[config.mk]
export PLATFORM = sky130hd
export DESIGN_NAME = serial_rx16
export DESIGN_NICKNAME = d
export VERILOG_FILES = /design/src/rtl/serial_rx16.sv
export SDC_FILE = /design/constraint.sdc
export NUM_CORES = 1
export LEC_CHECK = 0
export BUFFER_PORTS_ARGS = -buffer_cell sky130_fd_sc_hd__buf_4
export CAP_MARGIN = 30
export CORE_MARGIN = 3
export CORE_UTILIZATION = 52
export CTS_CLUSTER_DIAMETER = 200
export DETAILED_ROUTE_END_ITERATION = 8
export PLACE_DENSITY_LB_ADDON = 0.05
export SYNTH_ARGS = -nofsm -noshare
export SYNTH_HDL_FRONTEND = slang
export SYNTH_SLANG_ARGS = --single-unit
[constraint.sdc]
create_clock -name clk -period 1.9 [get_ports clk]
set_clock_uncertainty 0.1 [all_clocks]
set_input_delay 0.57 -clock clk [delete_from_list [all_inputs] [get_ports clk]]
set_output_delay 0.57 -clock clk [all_outputs]
set_load 0.01 [all_outputs]
[src/rtl/serial_rx16.sv]
`timescale 1ns/1ps
module serial_rx16 (
  input  logic       clk,
  input  logic       rst_n,
  input  logic       rxd,
  input  logic [1:0] word_len,
  input  logic       par_en,
  input  logic       par_odd,
  input  logic       ack,
  output logic [7:0] rx_data,
  output logic       rx_ready,
  output logic       frame_err,
  output logic       par_err,
  output logic       overrun
);
  typedef enum logic [2:0] {S_IDLE, S_START, S_DATA, S_PAR, S_STOP} st_t;
  st_t st;

  logic       rx_half;
  logic [3:0] phase;
  logic [2:0] nbit;
  logic [7:0] shreg;
  logic [1:0] len_q;
  logic       pen_q, podd_q, pbit;

  always_ff @(negedge clk or negedge rst_n)
    if (!rst_n) rx_half <= 1'b1;
    else        rx_half <= rxd;

  wire       tick     = (phase == 4'd7);
  wire       last_bit = (nbit == {1'b1, len_q});
  wire       done     = (st == S_STOP) && tick;
  wire [7:0] aligned  = shreg >> (2'd3 - len_q);
  wire       par_bad  = pen_q & (^aligned ^ pbit ^ podd_q);

  always_ff @(posedge clk or negedge rst_n) begin
    if (!rst_n) begin
      st <= S_IDLE; phase <= '0; nbit <= '0; shreg <= '0;
      len_q <= '0; pen_q <= 1'b0; podd_q <= 1'b0; pbit <= 1'b0;
    end else begin
      phase <= phase + 4'd1;
      unique case (st)
        S_IDLE: if (!rxd) begin
          st <= S_START; phase <= '0;
          len_q <= word_len; pen_q <= par_en; podd_q <= par_odd;
        end
        S_START: if (tick) begin
          if (rx_half) st <= S_IDLE;
          else begin st <= S_DATA; nbit <= '0; end
        end
        S_DATA: if (tick) begin
          shreg <= {rx_half, shreg[7:1]};
          nbit  <= nbit + 3'd1;
          if (last_bit) st <= pen_q ? S_PAR : S_STOP;
        end
        S_PAR: if (tick) begin
          pbit <= rx_half; st <= S_STOP;
        end
        S_STOP: if (tick) st <= S_IDLE;
        default: st <= S_IDLE;
      endcase
    end
  end

  always_ff @(posedge clk or negedge rst_n) begin
    if (!rst_n) begin
      rx_data <= '0; rx_ready <= 1'b0; frame_err <= 1'b0;
      par_err <= 1'b0; overrun <= 1'b0;
    end else if (done) begin
      rx_data   <= aligned;
      rx_ready  <= 1'b1;
      frame_err <= ~rx_half;
      par_err   <= par_bad;
      overrun   <= rx_ready;
    end else if (ack) begin
      rx_ready <= 1'b0;
    end
  end

  a_r7_ready_at_stop: assert property (@(posedge clk) disable iff (!rst_n)
    done |=> rx_ready);
  a_r8_ack_clears: assert property (@(posedge clk) disable iff (!rst_n)
    (ack && !done) |=> !rx_ready);
  a_r3_runt_start: assert property (@(posedge clk) disable iff (!rst_n)
    (st == S_START && tick && rx_half) |=> (st == S_IDLE && $stable(rx_ready)));
  a_r9_overrun: assert property (@(posedge clk) disable iff (!rst_n)
    (done && rx_ready) |=> overrun);
  a_r5_no_parity: assert property (@(posedge clk) disable iff (!rst_n)
    (done && !pen_q) |=> !par_err);
  a_r7_ready_source: assert property (@(posedge clk) disable iff (!rst_n)
    $rose(rx_ready) |-> $past(st) == S_STOP);
endmodule

==> out/summary.txt, run 1 <==
Unique masters post-synth: 36
Fill cells: 236
Area Overhead vs Synth: 26.4%
CTS tree: built
Most frequent cell after synthesis: dfrtp_1
DRC: 0
Met3 Usage GRT: 4.62%
Worst Path Required: 2.03 ns
# H-tree levels: 2
FP Rows: 20
Initial Util: 57.2%
Largest net degree at the start of global routing: 36
Gr usage total: 20.5%
Drt total wl: 3890 um
Max incr delay on CP: 0.55 ns
Seq/Total Area, Yosys: 49.2%
Setup CP Type: reg -> reg
CP arrival: 2.23 ns
Vias in the first global route: 1,470
Peak fanout along the critical path: 2
Power Density: 944 nW/um2
Cell taking the most area after synthesis: dfrtp_1
Tightest Pin Transition: 0.444 ns
Core area: 3200 um2
Io pins: 20
Cells after Synth: 171
Crit path cell chain: nor2_4 -> a32oi_2 -> o2bb2ai_1
First-pass GRT wire length: 6570 um
Detail Route Antenna Nets: 0
Clock sinks: 36
Share of layout cells above drive strength 1: 42.8%
Worst Slack Setup Final: -0.193 ns
Maxcap violations: 0
Initial drt markers: 96
Yosys reg bits: 36
Hold Path Class: in -> async
Vias per cell: 5.62
Port Buffer Count: 19
Post-synth top flop: dfrtp_1
Crit start category: register
Clock Latency Late Sink: 0.39 ns
Die Span Y: 65.4 um
Status: finished with violations
Clock Tree Buf Depth: 2
Met2 usage: 35.7%
CTS Buf Count: 5
Commonest cells in the netlist: 35 x dfrtp_1, 22 x nand2_1, 19 x mux2_2
Reg clk slew, reported paths: 0.11 ns
Syn_area_per_cell: 10.7 um2
Via Count: 1,417
GRT Max-Usage Layer: met2
RSZ-0062 raised after global routing: true
Placement-stage cell area: 2140 um2
Pins Over Slew Limit: 0
Share of the synthesized area in the top cell type: 47.8%
Total grt overflow: 0
# setup viols final: 8
Post-Syn Area: 1830 um2
Failing checks: negative setup slack
Root Driver: clkbuf_4
Post-synth EDFFs: 0
Die area: 4270 um2
Die Width: 65.4 um
Peak VDD IR: 0.000684 V
Net Count, Synth: 181
Slowest cell on crit path: dfstp_2
Pre-antenna DRT Iters: 4
Final #Nets: 217
DR WL/cell: 15.4 um
Worst slew margin: 70.4%
Synth top area cells: dfrtp_1 48%, mux2_2 12%, nand2_1 4.5%, o21ai_0 4.1%, mux2i_1 2.7%
Yosys warning count: 0
Leak: 1.10 nW
Post-CTS Hold Buffers: 0
Synth async-reset ratio: 100%
Final setup TNS: -0.854 ns
Met1 global-route usage: 23.2%
Final hold vios: 0
Dpl hpwl: 2760 um
GPL Wtd Cong: 0.850
CP endpoint kind: register
Initial antenna violation count: 0
Final Instance Area: 2310 um2
# diodes: 0
-- state kept, by name (all words and copies together), names as in the netlist --
signal and flops:
rx_half 1, shreg 8, phase 4, st 3, overrun 1, rx_data 8
par_err 1, rx_ready 1, podd_q 1, frame_err 1, pen_q 1, pbit 1
len_q 2, nbit 3
-- path summary, 6_finish.rpt --
kind                                   startpoint                endpoint  slack (ns)  cells after the start
setup / recovery                rx_half$_DFF_NN1_       st[1]$_DFFE_PN0P_       -0.19                      3
hold / removal                              rst_n    shreg[7]$_DFFE_PN0P_        0.18                      2
setup reg to reg                rx_half$_DFF_NN1_       st[1]$_DFFE_PN0P_       -0.19                      3
hold reg to reg            rx_data[4]$_DFFE_PN0P_  rx_data[4]$_DFFE_PN0P_        0.39                      2
max in group asynchronous                   rst_n       rx_half$_DFF_NN1_        0.70                      1
min in group clk                              ack    rx_ready$_DFFE_PN0P_        0.31                      2
-- cell families after synthesis --
group	Yosys count	synth area share (%)
AOI/OAI and AO/OA	31	10.1
xor gates and xnor gates	11	6.01
adders and majority gates	2	1.37
buffers and inverters	14	3.35
DFF	36	49.2
muxes	26	16.9
and+or+nand+nor	51	13.0
-- report_power, final --
group,internal [mW],switching (mW),leakage [nW]
clock,0.312,0.260,0.0512
sequential,0.860,0.118,0.484
combinational,0.347,0.291,0.563
-- cells in the final DEF, fill, tap and decap left out, types with 2 or more instances in the layout --
master / synthesis / final
xnor2_1: 5 / 3
inv_1: 2 / 2
nand2_1: 22 / 19
xor2_1: 5 / 5
buf_4: 0 / 40
nand2_2: 0 / 3
mux4_2: 2 / 2
nor2b_1: 4 / 3
a21oi_1: 8 / 7
mux2i_1: 5 / 4
nor2_1: 11 / 10
clkbuf_4: 0 / 5
mux2_2: 19 / 19
dfrtp_1: 35 / 34
o21ai_0: 15 / 15
nand3_1: 6 / 5
xnor2_2: 0 / 2
-- per-layer routing --
layer / part of all wire, % / up-vias
met5: 0 / -
met4: 3.1 / 0
met3: 4.1 / 15
li1: - / 675
met1: 41 / 684
met2: 52 / 43
-- final cells by class --
type	instances	area [um2]	share of cell area (%)
clock buffers	6	51.3	2.22
flip-flops and latches	36	903	39.0
inverters	1	3.75	0.162
well taps	44	55.1	2.38
repair buffers	41	320	13.8
clock inverters	3	37.5	1.62
multi-input cells	121	943	40.8
-- critical path: cells and delay by family (launching register included) --
family	cells	cell delay, ns
flip-flops	1	0.55
AO/OA/AOI/OAI	2	0.29
AND/OR/NAND/NOR	1	0.04
-- what timing repair did --
item,CTS,global route
buffers inserted,1,1
setup endpoints to repair,11,23
pin swaps,4,1
gates resized for setup,9,8
endpoints found under the hold margin,0,0
-- metrics by stage --
step	instances	utilization (%)	power, mW	hold WS, ns	setup WS (ns)
2_1_floorplan	171	-	1.38	0.174	-0.122
3_3_place_gp	242	66.8	1.54	0.364	-0.146
3_5_place_dp	242	66.8	1.58	0.374	-0.169
4_1_cts	251	70.9	2.15	0.193	-0.190
5_1_grt	252	72.3	2.32	0.196	-0.230
6_report	252	72.3	2.19	0.184	-0.193
No activity file was read; power rests on OpenSTA's default activity.
==> run 2: changes to the inputs <==
--- a/config.mk
+++ b/config.mk
@@ -12,6 +12,7 @@
 export CTS_CLUSTER_DIAMETER = 200
 export DETAILED_ROUTE_END_ITERATION = 8
 export PLACE_DENSITY_LB_ADDON = 0.05
+export SKIP_LAST_GASP = 1
 export SYNTH_ARGS = -nofsm -noshare
 export SYNTH_HDL_FRONTEND = slang
 export SYNTH_SLANG_ARGS = --single-unit
==> run 2 against run 1 <==
Effect of this change:
- the flow still finishes with violations (negative setup slack)
- sequential share of layout area is 0.45 points higher
- largest power group unchanged
- clock power is 1% lower
- critical path depth is the same
- sequential cell count did not move
- setup slack barely moved
- global-route usage hardly changed
==> out/summary.txt, run 2 (synthesis results as in run 1) <==
GPL Wtd Cong: 0.850 (unchanged)
Vias per cell: 5.52 (-1.8%)
Largest net degree at the start of global routing: 36 (unchanged)
Post-layout util: 71.4% (-0.82 points)
Io pins: 20 (unchanged)
Tot Pwr: 2.15 mW (-1.9%)
Dpl hpwl: 2760 um (unchanged)
Drt total wl: 3760 um (-3.3%)
Detail Route Antenna Nets: 0 (unchanged)
DP Cell Count: 242 (unchanged)
Core area: 3200 um2 (unchanged)
Worst slew margin: 70.4% (about the same)
Final Instance Area: 2290 um2 (-1.1%)
Crit path cell chain: nor2_4 -> a32oi_2 -> o2bb2ai_1
CTS Buf Count: 5 (unchanged)
Initial drt markers: 88 (-8.3%)
Largest regs: rx_data: 8 flops, shreg: 8 flops, phase: 4 flops
Status: finished with violations
CP arrival: 2.23 ns (about the same)
Die Span Y: 65.4 um (unchanged)
Commonest cells after routing, fill and taps aside: 40 x buf_4, 34 x dfrtp_1, 19 x mux2_2, 19 x nand2_1, 15 x o21ai_0
Final #Nets: 217 (unchanged)
Clock Tree Buf Depth: 2 (unchanged)
Initial Util: 57.2% (unchanged)
Reg clk slew, reported paths: 0.11 ns (about the same)
Setup slack at placement: -0.169 ns (unchanged)
Worst Slack Setup Final: -0.193 ns (+0.000294 ns)
DR WL/cell: 14.9 um (-3.3%)
Peak fanout along the critical path: 2 (unchanged)
Pre-antenna DRT Iters: 4 (unchanged)
Setup CP Type: reg -> reg
Via Count: 1,392 (-1.8%)
Worst Path Required: 2.03 ns (about the same)
DRC: 0 (unchanged)
Max incr delay on CP: 0.55 ns (about the same)
Maxcap violations: 0 (unchanged)
# diodes: 0 (unchanged)
Die area: 4270 um2 (unchanged)
Clock Latency Late Sink: 0.39 ns (about the same)
# setup viols final: 8 (unchanged)
Share of layout cells above drive strength 1: 41.3% (-1.4 points)
First-pass GRT wire length: 6560 um (-0.20%)
Largest delay contributor family on the critical path: flip-flops
Total grt overflow: 0 (unchanged)
Commonest non-fill, non-tap cell in the layout: buf_4
FP Rows: 20 (unchanged)
CTS tree: built
Peak VDD IR: 0.000682 V (-0.24%)
Slowest cell on crit path: dfstp_2
Fill cells: 242 (+2.5%)
CP endpoint kind: register
Placement-stage cell area: 2140 um2 (unchanged)
Tightest Pin Transition: 0.444 ns (-0.000590 ns)
Vias in the first global route: 1,469 (-0.068%)
Clock sinks: 36 (unchanged)
Crit start category: register
Final Non-Filler Cells: 252 (unchanged)
Area Overhead vs Synth: 24.9%
Power Density: 937 nW/um2 (-0.75%)
Final hold vios: 0 (unchanged)
Die Width: 65.4 um (unchanged)
Crit path buffers/inverters: 0 (unchanged)
Port Buffer Count: 19 (unchanged)
Pins Over Slew Limit: 0 (unchanged)
Leak: 1.09 nW (-0.72%)
Failing checks: negative setup slack
Gr usage total: 20.4% (-0.037 points)
# H-tree levels: 2 (unchanged)
Initial antenna violation count: 0 (unchanged)
Root Driver: clkbuf_4
RSZ-0062 raised after global routing: true
Hold Path Class: in -> async
-- run 2: worst reg2reg max path, delay by kind of cell (launching register included) --
kind	cells	cell delay, ns
flops	1	0.55
compound gates	2	0.29
simple gates	1	0.04
-- run 2: final timing paths --
path                            slack, ns                    from  depth (start not counted)                     end
worst max register to register      -0.19       rx_half$_DFF_NN1_                          3       st[1]$_DFFE_PN0P_
worst min register to register       0.39  rx_data[4]$_DFFE_PN0P_                          2  rx_data[4]$_DFFE_PN0P_
max in group asynchronous            0.70                   rst_n                          1       rx_half$_DFF_NN1_
min in group clk                     0.31                     ack                          2    rx_ready$_DFFE_PN0P_
worst min-delay path                 0.18                   rst_n                          2    shreg[7]$_DFFE_PN0P_
worst max-delay path                -0.19       rx_half$_DFF_NN1_                          3       st[1]$_DFFE_PN0P_
-- run 2: layout make-up --
cell class	count	area (um2)	share of cell area (%)
multi-input combinational	121	917	40.1
tap	44	55.1	2.41
clock inverter	3	37.5	1.64
timing repair buffer	41	320	14.0
inverter	1	3.75	0.164
sequential	36	903	39.5
clock buffer	6	51.3	2.24
-- run 2: layer usage --
layer / global-route usage, % / share of wire (%) / wire [um] / vias up
met5: 0 / 0 / 0 / -
met4: 10.9 / 2.6 / 96 / 0
met3: 4.62 / 3.6 / 137 / 12
met2: 35.7 / 53 / 2000 / 27
met1: 23.1 / 41 / 1530 / 680
li1: - / - / - / 673
-- run 2: stage by stage --
step / setup TNS [ns] / hold WS (ns)
after floorplan: -0.299 / 0.174
after global placement: -0.356 / 0.364
after detailed placement: -0.539 / 0.374
after CTS: -0.765 / 0.193
after global routing: -1.25 / 0.196
final: -0.836 / 0.183
-- run 2: repair_timing --
item | 4_1_cts | 5_1_grt
pin swaps | 4 | 1
endpoints found under the setup margin | 11 | 23
resized for setup | 9 | 4
hold endpoints to repair | 0 | 0
hold buffers | 0 | 0
setup buffers | 1 | 1
-- run 2: power breakdown --
part           internal [mW]  total, mW  switching [mW]
clock                  0.312      0.565           0.253
combinational          0.329      0.604           0.276
sequential             0.860      0.976           0.116
